File: src/rtl/therm_scan_pkg.sv
package therm_scan_pkg;
  localparam int NUM_CH   = 4;
  localparam int CH_IDX_W = 2;
  localparam int DATA_W   = 32;

  localparam int A_AUTO   = 'h04;
  localparam int A_INTEN  = 'h08;
  localparam int A_PEND   = 'h0C;
  localparam int A_READ   = 'h20;
  localparam int A_ITHR   = 'h30;
  localparam int A_STHR   = 'h40;
  localparam int A_IDEB   = 'h60;
  localparam int A_SDEB   = 'h64;
  localparam int A_NPER   = 'h68;
  localparam int A_HPER   = 'h6C;

  typedef enum logic [2:0] {sIdle, sStart, sBusy, sGap, sWait} scanState_e;

  typedef struct packed {
    logic                capture;
    logic [CH_IDX_W-1:0] chan;
  } scanStrobe_t;
endpackage

File: src/rtl/therm_scan_ctrl.sv
module therm_scan_ctrl
  import therm_scan_pkg::*;
#(
  parameter int PER_W = 24
) (
  input  logic                clk,
  input  logic                rstN,
  input  logic                autoEn,
  input  logic [NUM_CH-1:0]   chanEn,
  input  logic                hot,
  input  logic [PER_W-1:0]    normPer,
  input  logic [PER_W-1:0]    hotPer,
  input  logic                adcDone,
  output logic                adcStart,
  output logic [CH_IDX_W-1:0] adcChan,
  output scanStrobe_t         strobe
);
  scanState_e          state;
  logic [CH_IDX_W-1:0] curChan;
  logic [CH_IDX_W-1:0] lowChan;
  logic [CH_IDX_W-1:0] nextChan;
  logic [PER_W-1:0]    timer;
  logic                runOk;

  assign runOk = autoEn && (|chanEn);

  // lowest enabled channel, used when leaving idle
  always_comb begin
    lowChan = '0;
    for (int k = NUM_CH - 1; k >= 0; k--)
      if (chanEn[k]) lowChan = CH_IDX_W'(k);
  end

  // next enabled channel above the current one, wrapping
  always_comb begin
    nextChan = curChan;
    for (int k = NUM_CH - 1; k >= 1; k--)
      if (chanEn[(int'(curChan) + k) % NUM_CH])
        nextChan = CH_IDX_W'((int'(curChan) + k) % NUM_CH);
  end

  always_ff @(posedge clk or negedge rstN) begin
    if (!rstN) begin
      state   <= sIdle;
      curChan <= '0;
      timer   <= '0;
    end else begin
      unique case (state)
        sIdle: if (runOk) begin
          curChan <= lowChan;
          state   <= sStart;
        end
        sStart: state <= sBusy;
        sBusy:  if (adcDone) state <= sGap;
        sGap: begin
          if (!runOk) state <= sIdle;
          else begin
            timer   <= hot ? hotPer : normPer;
            curChan <= nextChan;
            state   <= sWait;
          end
        end
        sWait: begin
          if (!runOk) state <= sIdle;
          else if (timer <= PER_W'(1)) begin
            state <= sStart;
            if (!chanEn[curChan]) curChan <= nextChan;
          end else timer <= timer - 1'b1;
        end
        default: state <= sIdle;
      endcase
    end
  end

  assign adcStart       = (state == sStart);
  assign adcChan        = curChan;
  assign strobe.capture = (state == sBusy) && adcDone;
  assign strobe.chan    = curChan;
endmodule

File: src/rtl/therm_scan_dp.sv
module therm_scan_dp
  import therm_scan_pkg::*;
#(
  parameter int CODE_W = 10,
  parameter int DEB_W  = 8,
  parameter int PER_W  = 24,
  parameter int ADDR_W = 8
) (
  input  logic              clk,
  input  logic              rstN,
  input  logic              busWr,
  input  logic [ADDR_W-1:0] busAddr,
  input  logic [DATA_W-1:0] busWdata,
  output logic [DATA_W-1:0] busRdata,
  input  logic [CODE_W-1:0] adcCode,
  input  scanStrobe_t       strobe,
  output logic              autoEn,
  output logic [NUM_CH-1:0] chanEn,
  output logic [PER_W-1:0]  normPer,
  output logic [PER_W-1:0]  hotPer,
  output logic              hot,
  output logic              thermIrq,
  output logic              shutCru,
  output logic              shutPin,
  output logic [NUM_CH-1:0] irqPendVec,
  output logic [NUM_CH-1:0] shutPendVec
);
  logic              senseHi, shutActHi, lastShut;
  logic [NUM_CH-1:0] irqEn, pinEn, cruEn, overVec;
  logic [DEB_W-1:0]  irqDeb, shutDeb, irqDebEff, shutDebEff;
  logic [CODE_W-1:0] readingArr [NUM_CH];
  logic              wrAuto, wrInten, wrPend;

  assign wrAuto  = busWr && (busAddr == ADDR_W'(A_AUTO));
  assign wrInten = busWr && (busAddr == ADDR_W'(A_INTEN));
  assign wrPend  = busWr && (busAddr == ADDR_W'(A_PEND));

  assign irqDebEff  = (irqDeb  == '0) ? DEB_W'(1) : irqDeb;
  assign shutDebEff = (shutDeb == '0) ? DEB_W'(1) : shutDeb;

  always_ff @(posedge clk or negedge rstN) begin
    if (!rstN) begin
      autoEn <= 1'b0; senseHi <= 1'b0; shutActHi <= 1'b0; chanEn <= '0;
      irqEn <= '0; pinEn <= '0; cruEn <= '0;
      irqDeb <= '0; shutDeb <= '0; normPer <= '0; hotPer <= '0;
    end else if (busWr) begin
      if (wrAuto) begin
        autoEn    <= busWdata[0];
        senseHi   <= busWdata[1];
        chanEn    <= busWdata[4 +: NUM_CH];
        shutActHi <= busWdata[8];
      end
      if (wrInten) begin
        irqEn <= busWdata[0 +: NUM_CH];
        pinEn <= busWdata[4 +: NUM_CH];
        cruEn <= busWdata[8 +: NUM_CH];
      end
      if (busAddr == ADDR_W'(A_IDEB)) irqDeb  <= busWdata[DEB_W-1:0];
      if (busAddr == ADDR_W'(A_SDEB)) shutDeb <= busWdata[DEB_W-1:0];
      if (busAddr == ADDR_W'(A_NPER)) normPer <= busWdata[PER_W-1:0];
      if (busAddr == ADDR_W'(A_HPER)) hotPer  <= busWdata[PER_W-1:0];
    end
  end

  // sticky record of any shutdown event
  always_ff @(posedge clk or negedge rstN) begin
    if (!rstN) lastShut <= 1'b0;
    else if (|shutPendVec) lastShut <= 1'b1;
    else if (wrAuto && busWdata[24]) lastShut <= 1'b0;
  end

  for (genvar c = 0; c < NUM_CH; c++) begin : g_ch
    logic [CODE_W-1:0] reading, irqThr, shutThr;
    logic [DEB_W-1:0]  irqCnt, shutCnt, irqCntInc, shutCntInc;
    logic              irqOver, shutOver, hit, irqPendQ, shutPendQ, overQ;

    assign hit        = strobe.capture && (strobe.chan == CH_IDX_W'(c));
    assign irqOver    = senseHi ? (adcCode > irqThr)  : (adcCode < irqThr);
    assign shutOver   = senseHi ? (adcCode > shutThr) : (adcCode < shutThr);
    assign irqCntInc  = (&irqCnt)  ? irqCnt  : irqCnt + 1'b1;
    assign shutCntInc = (&shutCnt) ? shutCnt : shutCnt + 1'b1;

    always_ff @(posedge clk or negedge rstN) begin
      if (!rstN) begin
        reading <= '0; irqThr <= '1; shutThr <= '1;
        irqCnt <= '0; shutCnt <= '0; overQ <= 1'b0;
      end else begin
        if (busWr && busAddr == ADDR_W'(A_ITHR + 4 * c)) irqThr  <= busWdata[CODE_W-1:0];
        if (busWr && busAddr == ADDR_W'(A_STHR + 4 * c)) shutThr <= busWdata[CODE_W-1:0];
        if (hit) begin
          reading <= adcCode;
          irqCnt  <= irqOver  ? irqCntInc  : '0;
          shutCnt <= shutOver ? shutCntInc : '0;
          overQ   <= irqOver | shutOver;
        end
      end
    end

    always_ff @(posedge clk or negedge rstN) begin
      if (!rstN) begin
        irqPendQ  <= 1'b0;
        shutPendQ <= 1'b0;
      end else begin
        if (hit && irqOver && irqCntInc >= irqDebEff) irqPendQ <= 1'b1;
        else if (wrPend && busWdata[c]) irqPendQ <= 1'b0;
        if (hit && shutOver && shutCntInc >= shutDebEff) shutPendQ <= 1'b1;
        else if (wrPend && busWdata[4 + c]) shutPendQ <= 1'b0;
      end
    end

    assign readingArr[c]  = reading;
    assign irqPendVec[c]  = irqPendQ;
    assign shutPendVec[c] = shutPendQ;
    assign overVec[c]     = overQ;
  end

  assign hot      = |(overVec & chanEn);
  assign thermIrq = |(irqPendVec & irqEn);
  assign shutCru  = |(shutPendVec & cruEn);
  assign shutPin  = shutActHi ? (|(shutPendVec & pinEn)) : !(|(shutPendVec & pinEn));

  always_comb begin
    busRdata = '0;
    unique case (busAddr)
      ADDR_W'(A_AUTO):  busRdata = {7'b0, lastShut, 15'b0, shutActHi, chanEn, 2'b0, senseHi, autoEn};
      ADDR_W'(A_INTEN): busRdata = DATA_W'({cruEn, pinEn, irqEn});
      ADDR_W'(A_PEND):  busRdata = DATA_W'({shutPendVec, irqPendVec});
      ADDR_W'(A_IDEB):  busRdata = DATA_W'(irqDeb);
      ADDR_W'(A_SDEB):  busRdata = DATA_W'(shutDeb);
      ADDR_W'(A_NPER):  busRdata = DATA_W'(normPer);
      ADDR_W'(A_HPER):  busRdata = DATA_W'(hotPer);
      default:          busRdata = '0;
    endcase
    for (int c = 0; c < NUM_CH; c++)
      if (busAddr == ADDR_W'(A_READ + 4 * c)) busRdata = DATA_W'(readingArr[c]);
  end
endmodule

File: src/rtl/therm_scan.sv
module therm_scan
  import therm_scan_pkg::*;
#(
  parameter int CODE_W = 10,
  parameter int DEB_W  = 8,
  parameter int PER_W  = 24,
  parameter int ADDR_W = 8
) (
  input  logic                clk,
  input  logic                rstN,
  input  logic                busWr,
  input  logic [ADDR_W-1:0]   busAddr,
  input  logic [DATA_W-1:0]   busWdata,
  output logic [DATA_W-1:0]   busRdata,
  output logic                adcStart,
  output logic [CH_IDX_W-1:0] adcChan,
  input  logic                adcDone,
  input  logic [CODE_W-1:0]   adcCode,
  output logic                thermIrq,
  output logic                shutCru,
  output logic                shutPin
);
  scanStrobe_t       strobe;
  logic              autoEn, hot;
  logic [NUM_CH-1:0] chanEn, irqPendVec, shutPendVec;
  logic [PER_W-1:0]  normPer, hotPer;

  therm_scan_ctrl #(.PER_W(PER_W)) u_ctrl (
    .clk(clk), .rstN(rstN), .autoEn(autoEn), .chanEn(chanEn), .hot(hot),
    .normPer(normPer), .hotPer(hotPer), .adcDone(adcDone),
    .adcStart(adcStart), .adcChan(adcChan), .strobe(strobe)
  );

  therm_scan_dp #(.CODE_W(CODE_W), .DEB_W(DEB_W), .PER_W(PER_W), .ADDR_W(ADDR_W)) u_dp (
    .clk(clk), .rstN(rstN), .busWr(busWr), .busAddr(busAddr), .busWdata(busWdata),
    .busRdata(busRdata), .adcCode(adcCode), .strobe(strobe), .autoEn(autoEn),
    .chanEn(chanEn), .normPer(normPer), .hotPer(hotPer), .hot(hot),
    .thermIrq(thermIrq), .shutCru(shutCru), .shutPin(shutPin),
    .irqPendVec(irqPendVec), .shutPendVec(shutPendVec)
  );
endmodule

File: config.mk
export PLATFORM = sky130hd
export DESIGN_NAME = therm_scan
export DESIGN_NICKNAME = d
export VERILOG_FILES = /design/src/rtl/therm_scan_pkg.sv /design/src/rtl/therm_scan_ctrl.sv /design/src/rtl/therm_scan_dp.sv /design/src/rtl/therm_scan.sv
export SDC_FILE = /design/constraint.sdc
export NUM_CORES = 1
export LEC_CHECK = 0
export BUFFER_PORTS_ARGS = -buffer_cell sky130_fd_sc_hd__buf_4
export CAP_MARGIN = 20
export CORE_UTILIZATION = 55
export DETAILED_ROUTE_END_ITERATION = 8
export PLACE_DENSITY = 0.74
export SLEW_MARGIN = 15
export SYNTH_ARGS = -nofsm -noshare
export SYNTH_HDL_FRONTEND = slang
export SYNTH_SLANG_ARGS = --single-unit
File: constraint.sdc
create_clock -name clk -period 3 [get_ports clk]
set_input_delay 0.45 -clock clk [delete_from_list [all_inputs] [get_ports clk]]
set_output_delay 0.45 -clock clk [all_outputs]
set_load 0.05 [all_outputs]
Word level (Yosys, flattened, before mapping)
Cells that the tools add are included.
{"block": "word_totals", "reg_bits": 309, "output_inout_bits": 38}
{"block": "classes", "mux": 85, "n_addsub": 12, "n_reduce_logical": 84, "n_eq_ne": 34, "n_bitwise": 11, "order_cmp": 29}
{"operator": "$pmux W25 S7", "n": 1}
{"operator": "$mux W8", "n": 18}
{"operator": "$mux W25", "n": 4}
{"operator": "$mux W24", "n": 4}
{"operator": "$gt A10 B10 Y1", "n": 8}
{"operator": "$lt A10 B10 Y1", "n": 8}
{"operator": "$add A8 B1 Y8 const B", "n": 8}
{"operator": "$eq A8 B6 Y1 const B", "n": 8}
{"operator": "$eq A8 B7 Y1 const B", "n": 8}
{"operator": "$ge A8 B8 Y1", "n": 8}
{"operator": "$reduce_and A8 Y1", "n": 8}
{"operator": "$pmux W24 S2", "n": 1}
{"operator": "$logic_and A1 B1 Y1", "n": 42}
{"operator": "$mux W1", "n": 34}
{"operator": "$le A24 B1 Y1 const B", "n": 1}
{"operator": "$mux W2", "n": 12}
{"operator": "$reduce_or A4 Y1", "n": 6}
{"operator": "$sub A24 B1 Y24 const B", "n": 1}
{"operator": "$reduce_bool A2 Y1", "n": 10}
{"operator": "$and A4 B4 Y4", "n": 4}
{"operator": "$eq A8 B4 Y1 const B", "n": 2}
{"operator": "$logic_not A8 Y1", "n": 2}
{"operator": "$mux W3", "n": 5}
{"operator": "$pmux W3 S5", "n": 1}
{"operator": "other kinds (26)", "n": 51}

Depth between registers and ports, before layout
Gate-level depths: netlist (run 1).
{"block": "logic_depth", "ltp_word": 13, "mapped_depth": 15, "depth_no_buf": 14}

Hierarchy
Synthesis (run 1) repeated with hierarchy kept, for this count alone.
{"block": "unflattened", "hier_cells": 2014, "area_unflattened_um2": 19492.4}
{"module": "therm_scan_dp", "seq_area_each_um2": 7106.8, "cells_each": 1721, "area_per_inst_um2": 17015.1, "instances": 1}
{"module": "therm_scan_ctrl", "seq_area_each_um2": 725.7, "cells_each": 293, "area_per_inst_um2": 2477.4, "instances": 1}

Worst setup path before layout (run 1)
Ideal clock, no wire load.
{"block": "synth_path", "path_kind": "input port to output port", "start": "input busAddr[5]", "end": "output busRdata[8]", "stages": 7, "setup_slack_ps": -441, "path_buffers": 2, "required_ps": 2550, "arrival_ps": 2991, "cell_sequence": "clkbuf_1 > nor4b_1 > clkbuf_1 > a31oi_1 > o31ai_1 > a21oi_1 > o21ai_0"}
{"block": "synth_via", "elab_chain_cells": 6, "word_cells_on_any_way": 16, "cone_classes": "11 x eq/ne; 5 x mux"}
{"element": "start: declaration", "line": "therm_scan.sv:12", "text": "input logic [ADDR_W-1:0] busAddr,"}
{"element": "$eq A8 B7 Y1, or another cell as far along", "line": "therm_scan_dp.sv:124", "text": "unique case (busAddr)"}
{"element": "$pmux W25 S7", "line": "therm_scan_dp.sv:124"}
{"element": "$mux W25 (3 in a row)", "line": "therm_scan_dp.sv:135", "text": "if (busAddr == ADDR_W'(A_READ + 4 * c)) busRdata = DATA_W'(readingArr[c]);"}
{"element": "$mux W25 (*)", "line": "therm_scan_dp.sv:135"}
{"element": "end: declaration", "line": "therm_scan.sv:14", "text": "output logic [DATA_W-1:0] busRdata,"}
Every way passes the cells marked *; elsewhere a longest branch is shown, timed or not.

Final worst setup path (run 1)
{"block": "layout_path", "start": "input busAddr[4]", "end": "output busRdata[5]"}
Same word-level chain as after synthesis.

==> results of run 1 <==
## cells in the mapped netlist, types with 5 or more instances
library cell,instances
nand4_1,14
a22oi_1,15
dfrtp_1,229
nand2_1,258
a31oi_1,24
and2_1,11
a32oi_1,5
a21oi_1,120
a221o_1,13
mux2_2,190
clkbuf_1,78
nor2_1,98
buf_4,7
dfstp_2,80
nor3_1,12
a21o_1,23
o2111ai_1,8
o31ai_1,9
and3_1,30
inv_1,114
o21ai_0,107
o41ai_1,6
o22ai_1,11
o21a_1,11
nor4_1,16
ha_1,158
a32o_1,11
a211oi_1,23
xor2_1,5
a31o_2,15
nand3_1,64
nand2b_1,23
buf_1,8
a22o_1,30
nor2b_1,9
xnor2_1,24
mux2i_1,29
## kinds of logic after synthesis
family          count (synthesis)  share of synthesized area [%]
simple gates                  562                          13.55
compound gates                469                          16.25
flops                         309                          40.99
mux                           222                          13.07
buf+inv                       214                          4.446
fa+ha+maj                     158                          10.35
xor+xnor                       29                          1.329
other cells                     1                        0.01962
## critical path, cell delays in order
cell      delay [ps]
buf_4            150
nor4bb_2         380
buf_4            310
a22oi_1          130
o22ai_1          170
a31oi_1           90
a32oi_1          340
a221o_1          240
buf_4            220
## state kept, by name (all words and copies together) (netlist names), 4 cells and up
register / count
u_dp.irqEn: 4
u_dp.shutDeb: 8
u_dp.g_ch.shutPendQ: 4
u_dp.g_ch.overQ: 4
u_dp.cruEn: 4
u_dp.normPer: 24
u_dp.g_ch.irqThr: 40
u_ctrl.timer: 24
u_dp.g_ch.shutCnt: 32
u_dp.irqDeb: 8
u_dp.hotPer: 24
u_dp.g_ch.irqPendQ: 4
u_dp.chanEn: 4
u_dp.g_ch.irqCnt: 32
u_dp.pinEn: 4
u_dp.g_ch.shutThr: 40
u_dp.g_ch.reading: 40
## per-layer routing
metal / vias up / wire length, um
met4: 4 / 2316
met5: - / 27
li1: 7316 / -
met1: 7784 / 21770
met2: 569 / 24130
met3: 164 / 3382
## cell type report
cell class | count | share of cell area [%]
clock buffer | 51 | 4.725
inverter | 115 | 1.985
tap | 448 | 2.578
clock inverter | 14 | 0.5698
sequential | 309 | 36.03
multi-input combinational | 1447 | 48.55
timing repair buffer | 156 | 5.565
## path summary, 6_finish.rpt
kind                                                startpoint                                   to  slack [ps]  cells past startpoint
max                                                 busAddr[4]                          busRdata[5]          60                      9
min                                               busWdata[12]          u_dp.hotPer[12]$_DFFE_PN0P_         160                      2
max reg2reg                 u_dp.g_ch[1].irqCnt[1]$_DFFE_PN0P_    u_dp.g_ch[1].irqPendQ$_DFFE_PN0P_         150                     13
min reg2reg                u_dp.g_ch[1].reading[6]$_DFFE_PN0P_  u_dp.g_ch[1].reading[6]$_DFFE_PN0P_         480                      2
max in group asynchronous                                 rstN  u_dp.g_ch[2].shutThr[3]$_DFFE_PN1P_        1700                      3
min in group asynchronous                                 rstN  u_dp.g_ch[1].reading[2]$_DFFE_PN0P_         470                      2
## cell usage in the layout, fill, tap and decap left out, drive strengths merged, types with 17 or more instances in the layout
cell	n
a21oi	120
dfrtp	229
buf	155
nor2	99
inv	116
clkbuf	51
a211oi	23
a21o	24
xnor2	24
and3	30
mux2i	29
dfstp	80
a31oi	24
mux2	190
nand2	258
a22o	30
ha	158
nor4	17
nand2b	23
o21ai	107
nand3	65
## report_power, final
group / switching [mW] / total [mW] / internal, mW
Sequential: 0.307 / 4.84 / 4.54
Combinational: 1.20 / 2.09 / 0.888
Clock: 1.78 / 4.27 / 2.49
Total: 3.29 / 11.2 / 7.91
## what timing repair did
action                                 4_1_cts  5_1_grt
pin swaps                                    0        6
gates resized for setup                      3       15
endpoints found under the hold margin       36        0
hold buffers                                 1        0
setup endpoints to repair                    1        8
buffers inserted                             0        2
gates cloned                                 0        0
## metrics by stage
step           cell area, um^2  util [%]  TNS (ps)  total power [mW]
4_1_cts                  21650     63.93         0             11.24
6_report                 21740     64.19         0             11.20
3_3_place_gp             20480     60.47    -111.8             6.848
3_5_place_dp             20480     60.47    -75.35             6.950
5_1_grt                  21740     64.19         0             11.71
2_1_floorplan            19140         -         0             6.203
==> flow_metrics.py, run 1 <==
metrics = {
    "cts": {
        "path_clk_slew_ps": 60,
        "tritoncts": "yes",
        "cts_num_sinks": 309,
        "max-clock-path-buffers": 3,
        "cts_buffer_count": 36,
        "root_buffer": "clkbuf_16",
        "ctsHtreeMaxLevel": 2,
        "worst_skew_pair.late_latency_ps": 540,
    },
    "timing": {
        "max_slew.worst_pin.slew_ps": 848.3,
        "report.final.hold_viol_count": 0,
        "fmax_mhz": 340.5,
        "post-route-min-period_ps": 2937,
        "final_critical_path_setup_slack_ps": 62.95,
        "timing.final.setup_violations": 0,
        "timing.final.crit_share_pct": 97.90,
        "finalClockSkew_ps": 32.26,
        "timing.max_slew.rel_slack_pct": 43.31,
        "setup_repair_after_global_routing_missed_its_margin": "no",
        "holdWs_ps": 161.3,
        "report.final.slew_viol_count": 0,
    },
    "die": {
        "chipHeight_um": 188.4,
        "die_area_um2": 35490,
        "floorplan.initialDensity_pct": 56.42,
        "dieWidth_um": 188.4,
        "count_of_pins_on_the_block_boundary": 92,
        "design.core.area_um2": 33870,
        "row_count": 67,
    },
    "global_routing": {
        "use_met1_pct": 37.86,
        "groute.layer.met2.usage_pct": 48.00,
        "grt_first_pass_wirelength_um": 82690,
        "global_route.usage.total_pct": 29.30,
        "pin_count_of_the_biggest_net_entering_global_routing": 61,
        "busiest_layer": "met2",
        "first_global_vias": 15700,
        "met3_usage_pct": 5.234,
        "globalRoute.totalOverflow": 0,
        "grt_antenna_before_repair": 2,
    },
    "logic_synthesis": {
        "synth_top_area_cell": "dfrtp_1",
        "synth_seq_cells": 309,
        "seq_area_frac_synth_pct": 40.99,
        "yosys-top-cells-area": "dfrtp_1 30%, mux2_2 11%, dfstp_2 11%, ha_1 10%, nand2_1 5.1%",
        "netlist_instances": 1964,
        "ys.flop_type": "dfrtp_1",
        "yosys_warnings": 0,
        "synth_enable_flop_cells": 0,
        "syn_area_per_cell_um2": 9.730,
        "synth.distinct_cells": 73,
        "netlist.area_leader.share_pct": 29.99,
        "asyncSetResetFlopFracSynth_pct": 100.0,
        "synth.cell_area_um2": 19110,
    },
    "placed_design": {
        "port-buffer-count": 77,
        "hpwl_dp_um": 36050,
        "inst_count_dp": 2472,
        "post-place-ws_ps": -75.35,
        "gp_congestion": 0.8930,
    },
    "routing": {
        "num_vias": 15840,
        "drt_pass1_iterations": 6,
        "route.antenna.remaining_nets": 0,
        "detailedRoute.firstIterationViolations": 1150,
        "route.detailed.wl_per_inst_um": 20.33,
        "routed_vias_inst": 6.235,
        "wl_um": 51630,
        "drcViolationCount": 0,
    },
    "final_layout": {
        "syn2layout_area_growth_pct": 13.77,
        "filler_cell_count": 2756,
        "post_layout_nonfiller_instances": 2540,
        "multiInputGateArea_um2": 10560,
        "diodes": 0,
        "final_layout_size_suffix_gt1_share_pct": 25.19,
        "fin_nets": 2277,
        "footprint_of_the_flip_flops_and_latches_um2": 7833,
    },
    "outcome": {
        "outcome": "finished, final reports clean",
    },
    "pwr": {
        "total_power_density_per_cell_area_nw_per_um2": 515.4,
        "vdd.ir_drop.worst_v": 0.0003867,
        "power.leakage_nw": 10.04,
    },
    "worst_setup_path": {
        "cp_data_required_time_ps": 2550,
        "cp_max_fo": 18,
        "cp.arrival_ps": 2490,
        "nature_of_the_critical_path_startpoint": "input port",
        "critical_path_endpoint_category": "output port",
        "crit_type": "in -> out",
    },
    "run": {
        "cap_violations": 0,
    },
    "min_path": {
        "holdCritPathClass": "in -> reg",
    },
}
(Power assumes the default switching activity.)
==> run 2: changes to the inputs <==
- ABC_AREA: unset -> 1
==> run 2 against run 1 <==
Against the previous run: synthesized area rose by 2.8%; sequential power rose by 9.9%; synthesized cell count rose by 37%; sequential cell count did not move; setup slack improved by 280 ps; via count rose by 14%; worst hold slack got worse by 41 ps; sequential share of layout area fell by 0.20 points; total power rose by 21%; register-to-register slack improved by 290 ps; critical path type unchanged; critical endpoint is now busRdata[7].
==> flow_metrics.py, run 2 <==
metrics = {
    "outcome": {
        "outcome": "finished, final reports clean",
    },
    "placed_design": {
        "port-buffer-count": 77,
        "hpwl_dp_um": 39040,
        "gp_congestion": 0.9255,
    },
    "routing": {
        "routed_vias_inst": 5.563,
        "drt_pass1_iterations": 7,
        "route.detailed.wl_per_inst_um": 17.26,
        "detailedRoute.firstIterationViolations": 1411,
        "wl_um": 55820,
        "num_vias": 17980,
        "route.antenna.remaining_nets": 0,
        "drcViolationCount": 0,
    },
    "worst_setup_path": {
        "r2r_slack_ps": 440,
        "critical_path_endpoint_category": "output port",
        "cp_max_fo": 9,
        "timing.critical_path.cells": "buf_4 > inv_1 > nand2_1 > nor2_1 > inv_1 > nor2_2 > a21oi_1 > nand3_1 > nand2_1 > nand3_1 > buf_4",
        "crit_type": "in -> out",
        "cp_data_required_time_ps": 2550,
        "crit_path_end": "busRdata[7]",
        "startpoint": "busAddr[4]",
        "crit_path_top_delay_cell": "nor2_2",
        "nature_of_the_critical_path_startpoint": "input port",
        "worst-r2r-cell-count": 12,
        "r2r-start": "u_dp.g_ch[2].shutCnt[1]$_DFFE_PN0P_",
        "reg2reg_to": "u_dp.g_ch[2].shutPendQ$_DFFE_PN0P_",
        "cpPeakStageDelay_ps": 380,
        "cp.arrival_ps": 2200,
    },
    "pwr": {
        "switchingPower_mw": 4.813,
        "clkPwrFrac_pct": 33.7,
        "netSwitchingFraction_pct": 35.43,
        "internal_power_mw": 8.772,
        "vdd.ir_drop.worst_v": 0.0006622,
        "total_power_density_per_cell_area_nw_per_um2": 621.3,
        "p_total_mw": 13.58,
        "power.leakage_nw": 10.92,
        "comb_power_share_pct": 27.1,
        "power.share.sequential_pct": 39.1,
    },
    "global_routing": {
        "pin_count_of_the_biggest_net_entering_global_routing": 89,
        "global_route.usage.total_pct": 31.36,
        "globalRoute.totalOverflow": 0,
        "grt_first_pass_wirelength_um": 88710,
        "first_global_vias": 16770,
        "grt_antenna_before_repair": 1,
    },
    "timing": {
        "report.final.slew_viol_count": 0,
        "fmax_mhz": 376.9,
        "timing.max_slew.rel_slack_pct": 45.83,
        "timing.final.setup_violations": 0,
        "post-route-min-period_ps": 2653,
        "holdWs_ps": 120.4,
        "report.final.hold_viol_count": 0,
        "setup_repair_after_global_routing_missed_its_margin": "no",
        "timing.final.crit_share_pct": 88.44,
        "timing.setup.tns_ps": 0,
        "max_slew.worst_pin.slew_ps": 811.6,
        "finalClockSkew_ps": 16.68,
    },
    "logic_synthesis": {
        "synth_area_in_compound_gates_pct": 11.77,
        "yosys_warnings": 0,
        "netlist_top_cells_count": "837 x nand2_1, 349 x inv_1, 292 x o21ai_0",
        "ys.flop_type": "dfrtp_1",
        "synth_top_area_cell": "dfrtp_1",
        "netlist_instances": 2689,
        "synth-simple-area-share_pct": 27.72,
        "syn_area_per_cell_um2": 7.304,
        "synth_mux_area_share_pct": 0,
        "synth.distinct_cells": 45,
        "synthXorXnorAreaFrac_pct": 1.427,
        "synth_enable_flop_cells": 0,
        "combinational_family_with_the_most_area_after_synthesis": "simple AND/OR/NAND/NOR gates",
        "asyncSetResetFlopFracSynth_pct": 100.0,
        "seq_area_frac_synth_pct": 39.88,
        "yosys-top-cells-area": "dfrtp_1 29%, nand2_1 16%, dfstp_2 11%, ha_1 10%, o21ai_0 7.4%",
        "synth-adder-area-share_pct": 10.07,
        "synth.cell_area_um2": 19640,
        "synth_seq_cells": 309,
        "post-synth-top-count-cell": "nand2_1",
        "netlist.area_leader.share_pct": 29.18,
    },
    "die": {
        "design.core.area_um2": 34800,
        "floorplan.initialDensity_pct": 56.44,
        "chipHeight_um": 191.0,
        "count_of_pins_on_the_block_boundary": 92,
        "dieWidth_um": 191.0,
        "die_area_um2": 36470,
        "row_count": 68,
    },
    "cts": {
        "tritoncts": "yes",
        "post-cts-setup-buffer-count": 0,
        "max-clock-path-buffers": 3,
        "cts_num_sinks": 309,
        "cts_buffer_count": 37,
        "worst_skew_pair.late_latency_ps": 560,
        "path_clk_slew_ps": 60,
        "hold_buffers": 1,
        "root_buffer": "clkbuf_16",
        "postCtsResizedCells": 0,
        "ctsHtreeMaxLevel": 2,
    },
    "final_layout": {
        "syn2layout_area_growth_pct": 11.33,
        "largestRegisters": "u_dp.g_ch.irqThr x40, u_dp.g_ch.reading x40, u_dp.g_ch.shutThr x40",
        "final_layout_size_suffix_gt1_share_pct": 10.19,
        "fin_nets": 2964,
        "most_frequent_cells_in_the_layout": "837 x nand2_1, 349 x inv_1, 292 x o21ai_0",
        "commonest_non_fill_non_tap_cell_in_the_layout": "nand2_1",
    },
    "run": {
        "cap_violations": 0,
    },
    "min_path": {
        "holdCritPathClass": "in -> reg",
    },
}
run 2: cell count changes in the layout (fill, tap and decap cells not counted), sizes merged, moves of 29 or more:
cell   before  now
and3       30    1
mux2      190    0
inv       116  356
buf       155  104
a21oi     120   82
mux2i      29    0
nor2       99  192
nand2     258  842
o21ai     107  316
nand3      65  189
run 2: cells by family after synthesis:
kind of cell / Yosys count
xor+xnor: 32
fa+ha+maj: 158
simple gates: 1305
flops: 309
buf+inv: 443
other cells: 1
compound gates: 441
run 2: how the worst min path moves through the flow:
stage	cells after the start	from	end
3_3_place_gp	2	u_dp.g_ch[0].reading[7]$_DFFE_PN0P_	u_dp.g_ch[0].reading[7]$_DFFE_PN0P_
5_1_grt	3	busWdata[15]	u_dp.normPer[15]$_DFFE_PN0P_
4_1_cts	3	busWdata[21]	u_dp.normPer[21]$_DFFE_PN0P_
2_1_floorplan	0	rstN	u_ctrl.adcChan[0]$_DFFE_PN0P_
3_5_place_dp	2	u_dp.g_ch[0].reading[5]$_DFFE_PN0P_	u_dp.g_ch[0].reading[5]$_DFFE_PN0P_
6_report	3	busWdata[15]	u_dp.normPer[15]$_DFFE_PN0P_
run 2: power groups by stage:
stage / registers [mW] / logic, mW / clock network [mW]
6_report: 5.32 / 3.69 / 4.58
5_1_grt: 5.39 / 4.22 / 4.79
4_1_cts: 5.30 / 3.67 / 4.63
3_5_place_dp: 5.36 / 3.63 / 0
3_3_place_gp: 5.34 / 3.47 / 0
2_1_floorplan: 5.25 / 2.69 / 0
run 2: final cells by class:
type	instances	area [um^2]
multi-input cells	1943	10050
clock inverters	13	146.4
flip-flops and latches	309	7833
fillers	3094	12930
repair buffers	105	860.8
inverters	356	1336
diodes	1	2.502
clock buffers	51	1071
well taps	455	569.3
run 2: routing by layer:
layer	vias to the layer above	part of all wire, %	track usage, %
li1	8763	-	-
met1	8461	43	42.00
met2	625	46	50.42
met3	135	6.8	5.049
met4	0	4.0	13.02
met5	-	0	0
run 2: worst max-delay path, delay by kind of cell:
family                 cells  cell delay [ps]
buffers and inverters      4              560
AOI/OAI and AO/OA          1              130
and+or+nand+nor            6             1060
run 2: per-stage QoR:
step	std cells	utilization, %	cell area, um^2	worst slack (ps)
CTS	3232	62.83	21860	389.6
global placement	3167	59.30	20630	438.7
finish	3233	62.83	21860	346.8
detailed placement	3167	59.30	20630	410.7
floorplan	2695	-	19660	476.3
global route	3233	62.83	21860	166.0
